$ cat config.mk
export PLATFORM = sky130hd
export DESIGN_NAME = blk_dispatch
export DESIGN_NICKNAME = d
export VERILOG_FILES = /design/src/rtl/blk_dispatch_pkg.sv /design/src/rtl/blk_lowest_pick.sv /design/src/rtl/blk_mp_ledger.sv /design/src/rtl/blk_dispatch.sv
export SDC_FILE = /design/constraint.sdc
export NUM_CORES = 1
export LEC_CHECK = 0
export ABC_AREA = 1
export ABC_CLOCK_PERIOD_IN_PS = 8900
export BUFFER_PORTS_ARGS = -buffer_cell sky130_fd_sc_hd__clkbuf_2
export CAP_MARGIN = 5
export CORE_AREA = 2 2 238 333
export DETAILED_ROUTE_END_ITERATION = 7
export DIE_AREA = 0 0 240 335
export PLACE_DENSITY = 0.48
export RECOVER_POWER = 100
export SLEW_MARGIN = 20
export SYNTH_ARGS = -nofsm -noshare
export SYNTH_HDL_FRONTEND = slang
export SYNTH_HIERARCHICAL = 1
export SYNTH_SLANG_ARGS = --single-unit
$ cat constraint.sdc
create_clock -name clk -period 8.9 [get_ports clk]
set_input_delay 0.445 -clock clk [delete_from_list [all_inputs] [get_ports clk]]
set_output_delay 0.445 -clock clk [all_outputs]
set_load 0.1 [all_outputs]
$ cat src/rtl/blk_dispatch_pkg.sv
package blk_dispatch_pkg;
   localparam int WARP_SIZE = 32;
   localparam int WARP_LG   = $clog2(WARP_SIZE);

   typedef enum logic {
      ST_IDLE = 1'b0,
      ST_RUN  = 1'b1
   } disp_state_e;
endpackage

$ cat src/rtl/blk_lowest_pick.sv
module blk_lowest_pick #(
   parameter int N = 4
) (
   input  logic [N-1:0] req_i,
   output logic [N-1:0] gnt_o
);
   generate
      if (N == 1) begin : g_single
         assign gnt_o = req_i;
      end else begin : g_multi
         // isolate the lowest set bit
         assign gnt_o = req_i & (~req_i + N'(1));
      end
   endgenerate
endmodule

$ cat src/rtl/blk_mp_ledger.sv
module blk_mp_ledger #(
   parameter int MAX_BLK = 8,
   parameter int MAX_THR = 768,
   parameter int MAX_REG = 8192,
   parameter int BC_W    = 4,
   parameter int THR_W   = 10,
   parameter int REG_W   = 14,
   parameter int WRP_W   = 5
) (
   input  logic             clk,
   input  logic             rst_n,
   input  logic             release_i,
   input  logic             grant_i,
   input  logic [THR_W-1:0] thr_cost_i,
   input  logic [REG_W-1:0] reg_cost_i,
   input  logic [WRP_W-1:0] wrp_cost_i,
   output logic             fits_o,
   output logic             release_ok_o,
   output logic [WRP_W-1:0] warps_o
);
   localparam logic [BC_W-1:0]  LIM_BLK = BC_W'(MAX_BLK);
   localparam logic [THR_W:0]   LIM_THR = (THR_W+1)'(MAX_THR);
   localparam logic [REG_W:0]   LIM_REG = (REG_W+1)'(MAX_REG);

   logic [BC_W-1:0]  blk_q, blk_eff;
   logic [THR_W-1:0] thr_q, thr_eff;
   logic [REG_W-1:0] reg_q, reg_eff;
   logic [WRP_W-1:0] wrp_q, wrp_eff;
   logic             rel_ok;

   // a release is applied before this edge's admission check
   assign rel_ok  = release_i && (blk_q != '0);
   assign blk_eff = blk_q - (rel_ok ? BC_W'(1) : '0);
   assign thr_eff = thr_q - (rel_ok ? thr_cost_i : '0);
   assign reg_eff = reg_q - (rel_ok ? reg_cost_i : '0);
   assign wrp_eff = wrp_q - (rel_ok ? wrp_cost_i : '0);

   assign fits_o = (blk_eff < LIM_BLK)
                && (({1'b0, thr_eff} + {1'b0, thr_cost_i}) <= LIM_THR)
                && (({1'b0, reg_eff} + {1'b0, reg_cost_i}) <= LIM_REG);

   always_ff @(posedge clk) begin
      if (!rst_n) begin
         blk_q <= '0;
         thr_q <= '0;
         reg_q <= '0;
         wrp_q <= '0;
      end else begin
         blk_q <= blk_eff + (grant_i ? BC_W'(1) : '0);
         thr_q <= thr_eff + (grant_i ? thr_cost_i : '0);
         reg_q <= reg_eff + (grant_i ? reg_cost_i : '0);
         wrp_q <= wrp_eff + (grant_i ? wrp_cost_i : '0);
      end
   end

   assign release_ok_o = rel_ok;
   assign warps_o      = wrp_q;

   assert_grant_fits_R1: assert property (@(posedge clk) disable iff (!rst_n)
      grant_i |-> fits_o);
   assert_block_cap_R2: assert property (@(posedge clk) disable iff (!rst_n)
      blk_q <= LIM_BLK);
   assert_thread_cap_R3: assert property (@(posedge clk) disable iff (!rst_n)
      {1'b0, thr_q} <= LIM_THR);
   assert_reg_cap_R4: assert property (@(posedge clk) disable iff (!rst_n)
      {1'b0, reg_q} <= LIM_REG);
endmodule

$ cat src/rtl/blk_dispatch.sv
module blk_dispatch
   import blk_dispatch_pkg::*;
#(
   parameter int NUM_MP            = 4,
   parameter int MAX_BLOCKS_PER_MP = 8,
   parameter int MAX_THREADS_PER_MP = 768,
   parameter int REGS_PER_MP       = 8192,
   parameter int MAX_BLOCK_THREADS = 512,
   parameter int BID_W             = 16,
   parameter int RPT_W             = 8,
   parameter int MP_W   = (NUM_MP > 1) ? $clog2(NUM_MP) : 1,
   parameter int TPB_W  = $clog2(MAX_BLOCK_THREADS) + 1,
   parameter int WRP_W  = $clog2(MAX_THREADS_PER_MP / WARP_SIZE + 1)
) (
   input  logic                    clk,
   input  logic                    rst_n,
   input  logic                    launch_valid,
   input  logic [BID_W-1:0]        launch_blocks,
   input  logic [TPB_W-1:0]        launch_threads,
   input  logic [RPT_W-1:0]        launch_regs,
   output logic                    launch_reject,
   input  logic                    done_valid,
   input  logic [MP_W-1:0]         done_mp,
   output logic                    assign_valid,
   output logic [BID_W-1:0]        assign_block_id,
   output logic [MP_W-1:0]         assign_mp,
   output logic                    launch_done,
   output logic [NUM_MP*WRP_W-1:0] mp_warps
);
   localparam int BC_W  = $clog2(MAX_BLOCKS_PER_MP + 1);
   localparam int THR_W = $clog2(MAX_THREADS_PER_MP + 1);
   localparam int REG_W = $clog2(REGS_PER_MP + 1);
   localparam int DEM_W = TPB_W + 1 + RPT_W;
   localparam int CNT_W = BID_W + 1;
   localparam logic [DEM_W-1:0] LIM_DEM = DEM_W'(REGS_PER_MP);
   localparam logic [TPB_W-1:0] LIM_TPB = TPB_W'(MAX_BLOCK_THREADS);
   localparam logic [TPB_W:0]   PAD     = (TPB_W+1)'(WARP_SIZE - 1);

   generate
      if (MAX_BLOCK_THREADS > MAX_THREADS_PER_MP) begin : g_chk_thr
         $error("block thread limit exceeds multiprocessor capacity");
      end
      if (NUM_MP < 1 || MAX_BLOCKS_PER_MP < 1) begin : g_chk_cnt
         $error("need at least one multiprocessor and one block slot");
      end
      if (MAX_BLOCK_THREADS % WARP_SIZE != 0) begin : g_chk_warp
         $error("block thread limit must be a warp multiple");
      end
   endgenerate

   // ---------------- launch decode ----------------
   logic [TPB_W:0]   thr_round;
   logic [DEM_W-1:0] demand;
   logic             bad_launch;

   assign thr_round  = ({1'b0, launch_threads} + PAD) & ~PAD;
   assign demand     = DEM_W'(thr_round) * DEM_W'(launch_regs);
   assign bad_launch = (launch_threads == '0) || (launch_threads > LIM_TPB)
                    || (demand > LIM_DEM);

   // ---------------- launch state ----------------
   disp_state_e      state_q;
   logic [BID_W-1:0] cfg_blocks;
   logic [THR_W-1:0] cfg_thr;
   logic [REG_W-1:0] cfg_reg;
   logic [WRP_W-1:0] cfg_wrp;
   logic [CNT_W-1:0] next_id, out_cnt, next_id_nxt, out_nxt;
   logic             can_issue, any_gnt, any_rel, accept;

   logic [NUM_MP-1:0] fits, req, gnt, rel, rel_ok;

   assign can_issue = (state_q == ST_RUN) && (next_id < {1'b0, cfg_blocks});
   assign req       = fits & {NUM_MP{can_issue}};

   blk_lowest_pick #(.N(NUM_MP)) u_pick (
      .req_i (req),
      .gnt_o (gnt)
   );

   generate
      for (genvar m = 0; m < NUM_MP; m++) begin : g_mp
         assign rel[m] = done_valid && (done_mp == MP_W'(m));

         blk_mp_ledger #(
            .MAX_BLK (MAX_BLOCKS_PER_MP),
            .MAX_THR (MAX_THREADS_PER_MP),
            .MAX_REG (REGS_PER_MP),
            .BC_W    (BC_W),
            .THR_W   (THR_W),
            .REG_W   (REG_W),
            .WRP_W   (WRP_W)
         ) u_ledger (
            .clk          (clk),
            .rst_n        (rst_n),
            .release_i    (rel[m]),
            .grant_i      (gnt[m]),
            .thr_cost_i   (cfg_thr),
            .reg_cost_i   (cfg_reg),
            .wrp_cost_i   (cfg_wrp),
            .fits_o       (fits[m]),
            .release_ok_o (rel_ok[m]),
            .warps_o      (mp_warps[m*WRP_W +: WRP_W])
         );
      end
   endgenerate

   logic [MP_W-1:0] gnt_idx;
   always_comb begin
      gnt_idx = '0;
      for (int m = 0; m < NUM_MP; m++) begin
         if (gnt[m]) gnt_idx = MP_W'(m);
      end
   end

   assign any_gnt     = |gnt;
   assign any_rel     = |rel_ok;
   assign accept      = (state_q == ST_IDLE) && launch_valid && !bad_launch
                     && (launch_blocks != '0);
   assign next_id_nxt = next_id + (any_gnt ? CNT_W'(1) : '0);
   assign out_nxt     = out_cnt + (any_gnt ? CNT_W'(1) : '0)
                                - (any_rel ? CNT_W'(1) : '0);

   always_ff @(posedge clk) begin
      if (!rst_n) begin
         state_q         <= ST_IDLE;
         cfg_blocks      <= '0;
         cfg_thr         <= '0;
         cfg_reg         <= '0;
         cfg_wrp         <= '0;
         next_id         <= '0;
         out_cnt         <= '0;
         launch_reject   <= 1'b0;
         assign_valid    <= 1'b0;
         assign_block_id <= '0;
         assign_mp       <= '0;
      end else begin
         launch_reject   <= (state_q == ST_IDLE) && launch_valid && bad_launch;
         assign_valid    <= any_gnt;
         assign_block_id <= next_id[BID_W-1:0];
         assign_mp       <= gnt_idx;
         out_cnt         <= out_nxt;
         if (accept) begin
            state_q    <= ST_RUN;
            cfg_blocks <= launch_blocks;
            cfg_thr    <= THR_W'(launch_threads);
            cfg_reg    <= REG_W'(demand);
            cfg_wrp    <= WRP_W'(thr_round >> WARP_LG);
            next_id    <= '0;
         end else if (state_q == ST_RUN) begin
            next_id <= next_id_nxt;
            if (next_id_nxt == {1'b0, cfg_blocks} && out_nxt == '0) begin
               state_q <= ST_IDLE;
            end
         end
      end
   end

   assign launch_done = (state_q == ST_IDLE);

   assert_serial_ids_R6: assert property (@(posedge clk) disable iff (!rst_n)
      (assign_valid && $past(assign_valid))
         |-> (assign_block_id == $past(assign_block_id) + BID_W'(1)));
   assert_idle_quiet_R9: assert property (@(posedge clk) disable iff (!rst_n)
      launch_done |-> !assign_valid);
   assert_reject_idle_R5: assert property (@(posedge clk) disable iff (!rst_n)
      launch_reject |-> launch_done);
endmodule

==> flow_summary.yaml <==
sta:
  relSlewSlack: -1.40
  worst_pin_slew_ns: 3.61
  hold_viol: 0
  timing.final.crit_period_ns: 7.65
  setup_viol: 0
  finalCritPeriodShare: 0.860
  fin_skew_ns: 0.0311
  rsz0062_at_grt: "no"
  drv_slew: 225
  fmax_mhz: 131
  tns_ns: 0
  holdWs_ns: 0.0714
synth:
  synth.cell_area_um2: 26900
  yosysTopAreaCell: "ha_1"
  synth_edf_count: 0
  synth_top_area_frac: 0.171
  synth.area.top_cells: "ha_1, nand2_1, dfxtp_1, inv_1, a21oi_1"
  synth_ff_type: "dfxtp_1"
  ys.warnings.count: 6
  synth_cell_type_count: 51
  ys_seq_elements: 227
  avgSynthCellArea_um2: 6.21
  syn_inst: 4324
  async_flop_share: 0
  yosysSeqAreaShare: 0.169
grt:
  antenna_found_initial: 0
  grt_max_degree: 77
  grt_pass1_wl_um: 132000
  overflow: 0
  grt_util_all_layers: 0.205
  grt_pass1_vias: 25688
pwr:
  p_switching_mw: 4.67
  power_leakage_nw: 16.8
  clkPwrFrac: 0.153
  pwr-share-comb: 0.687
  p_per_area_nw_per_um2: 295
  peakVddDrop_uv: 186
  p_sw_frac: 0.531
  power_frac_seq: 0.161
  intPower_mw: 4.12
worst_setup_path:
  worst-endpoint-required_ns: 9.43
  path_class: "in -> reg"
  start_kind: "primary input"
  endpoint_kind: "register"
  cp.arrival_ns: 8.18
  cp_slowest_cell: "clkbuf_1"
  critical_path.max_stage_delay_ns: 1.32
  crit_path_max_fanout: 32
  crit_top_cell: "a21oi_1"
route:
  vias_per_cell: 4.70
  vias: 26049
  remaining_drc_errors: 0
  drt_wl_total_um: 81300
  drt_iter0_markers: 1258
  wire_per_inst_um: 14.7
  ant_nets: 0
  firstDrtPassIters: 5
die:
  io_pins: 81
  core_area_um2: 77500
  die_x_um: 240
  rows: 121
  design.die.area_um2: 80400
  initial_core_util: 0.347
  die_h_um: 335
clock_network:
  cts_buffer_depth: 3
  clock-root-buffer: "clkbuf_16"
  cts_setup_buffers: 0
  cts.sinks: 227
  cts_resized: 0
  h-tree-depth: 1
  tritoncts: "yes"
  cts.clk_slew.worst_paths_ns: 0.06
  ctsHoldBuffers: 0
  clock_latency_ns: 0.63
  cts_made_buffers: 29
finish:
  antenna_cells: 0
  nets: 4945
  area_growth_pct: 10.7
  top_register: "g_mp.u_ledger/reg_q"
  final_cell_mix: "nand2_1, inv_1, nor2_1, ha_1, a21oi_1"
  final_common_cell: "nand2_1"
  drive_gt1_frac: 0.0541
  largest_reg_flops: 56
  nFillCells: 8828
run_status:
  status: "finished with violations"
  violations: "max-capacitance violations, max-slew violations"
place:
  io_buffers: 80
  gp_congestion: 0.866
  dpl.hpwl_um: 65800
flow_run:
  cap_violations: 4
worst_hold_path:
  hp-class: "in -> reg"
==> power by group through the flow <==
stage / combinational (mW) / sequential (mW) / clock, mW
3_3_place_gp: 6.07 / 1.44 / 0
5_1_grt: 6.93 / 1.44 / 1.42
2_1_floorplan: 4.56 / 1.49 / 0
6_report: 6.03 / 1.41 / 1.34
3_5_place_dp: 6.04 / 1.44 / 0
4_1_cts: 6.08 / 1.42 / 1.39
==> cells by family (layout without fill, tap and decap cells) <==
kind of cell,Yosys count,in the layout,share of synthesized area
DFF,227,227,0.169
buffers and inverters,849,955,0.121
and+or+nand+nor,2122,2122,0.335
AOI/OAI and AO/OA,583,583,0.118
adders and majority gates,434,434,0.221
xor gates and xnor gates,108,108,0.0358
other,1,64,0.000140
==> cells in the mapped netlist, drive strengths merged (5+ instances only) <==
cell type and number:
fa 66, nor2 404, a21boi 5, inv 792, xnor2 25, clkbuf 36, nand3 286, or2 10
o21ai 178, nand2 1285, nand4 54, buf 21, a31oi 25, o21bai 22, a211oi 5, nand3b 32
ha 368, nor3 36, dfxtp 227, a21oi 327, xor2 82, nor4 8
==> critical path: cells and delay by family <==
family                   cells  cell delay [ns]
AND/OR/NAND/NOR              8             1.43
XOR/XNOR                     2             0.39
AO/OA/AOI/OAI               13             2.09
buffers and inverters        6             2.02
adder cells (fa/ha/maj)      4             1.77
==> final cells by class <==
type | instances | area, um2 | share of cell area
multi-input combinational | 3311 | 19300 | 0.649
clock buffer | 35 | 808 | 0.0272
tap | 1045 | 1310 | 0.0440
inverter | 792 | 2980 | 0.100
clock inverter | 18 | 250 | 0.00842
sequential | 227 | 4540 | 0.153
timing repair buffer | 110 | 554 | 0.0186
==> final timing paths <==
kind,startpoint,to,slack (ns),cells past startpoint
worst max-delay path,done_mp[1],g_mp[2].u_ledger/warps_o[4],1.25,33
worst min-delay path,launch_blocks[15],cfg_blocks[15],0.07,3
worst max register to register,g_mp[0].u_ledger/blk_q[2],g_mp[2].u_ledger/warps_o[4],1.32,33
worst min register to register,cfg_reg[12],cfg_reg[12],0.51,2
==> through the flow <==
step / util / cell area, um2 / cells / total power [mW] / setup WS [ns]
after floorplan: - / 27100 / 4387 / 6.05 / 2.56
after global placement: 0.371 / 28800 / 5485 / 7.51 / 1.17
after detailed placement: 0.371 / 28800 / 5485 / 7.48 / 1.15
after CTS: 0.385 / 29800 / 5538 / 8.89 / 1.82
after global routing: 0.384 / 29700 / 5538 / 9.78 / 0.521
final: 0.384 / 29700 / 5538 / 8.78 / 1.25
==> layer usage <==
layer / share of wire / vias to the layer above / GRT usage
met4: 0.032 / 0 / 0.0642
met2: 0.51 / 286 / 0.386
met1: 0.44 / 11705 / 0.242
met3: 0.025 / 94 / 0.0168
li1: - / 13964 / -
met5: 0 / - / 0
Power figures use the tool's default switching activity.
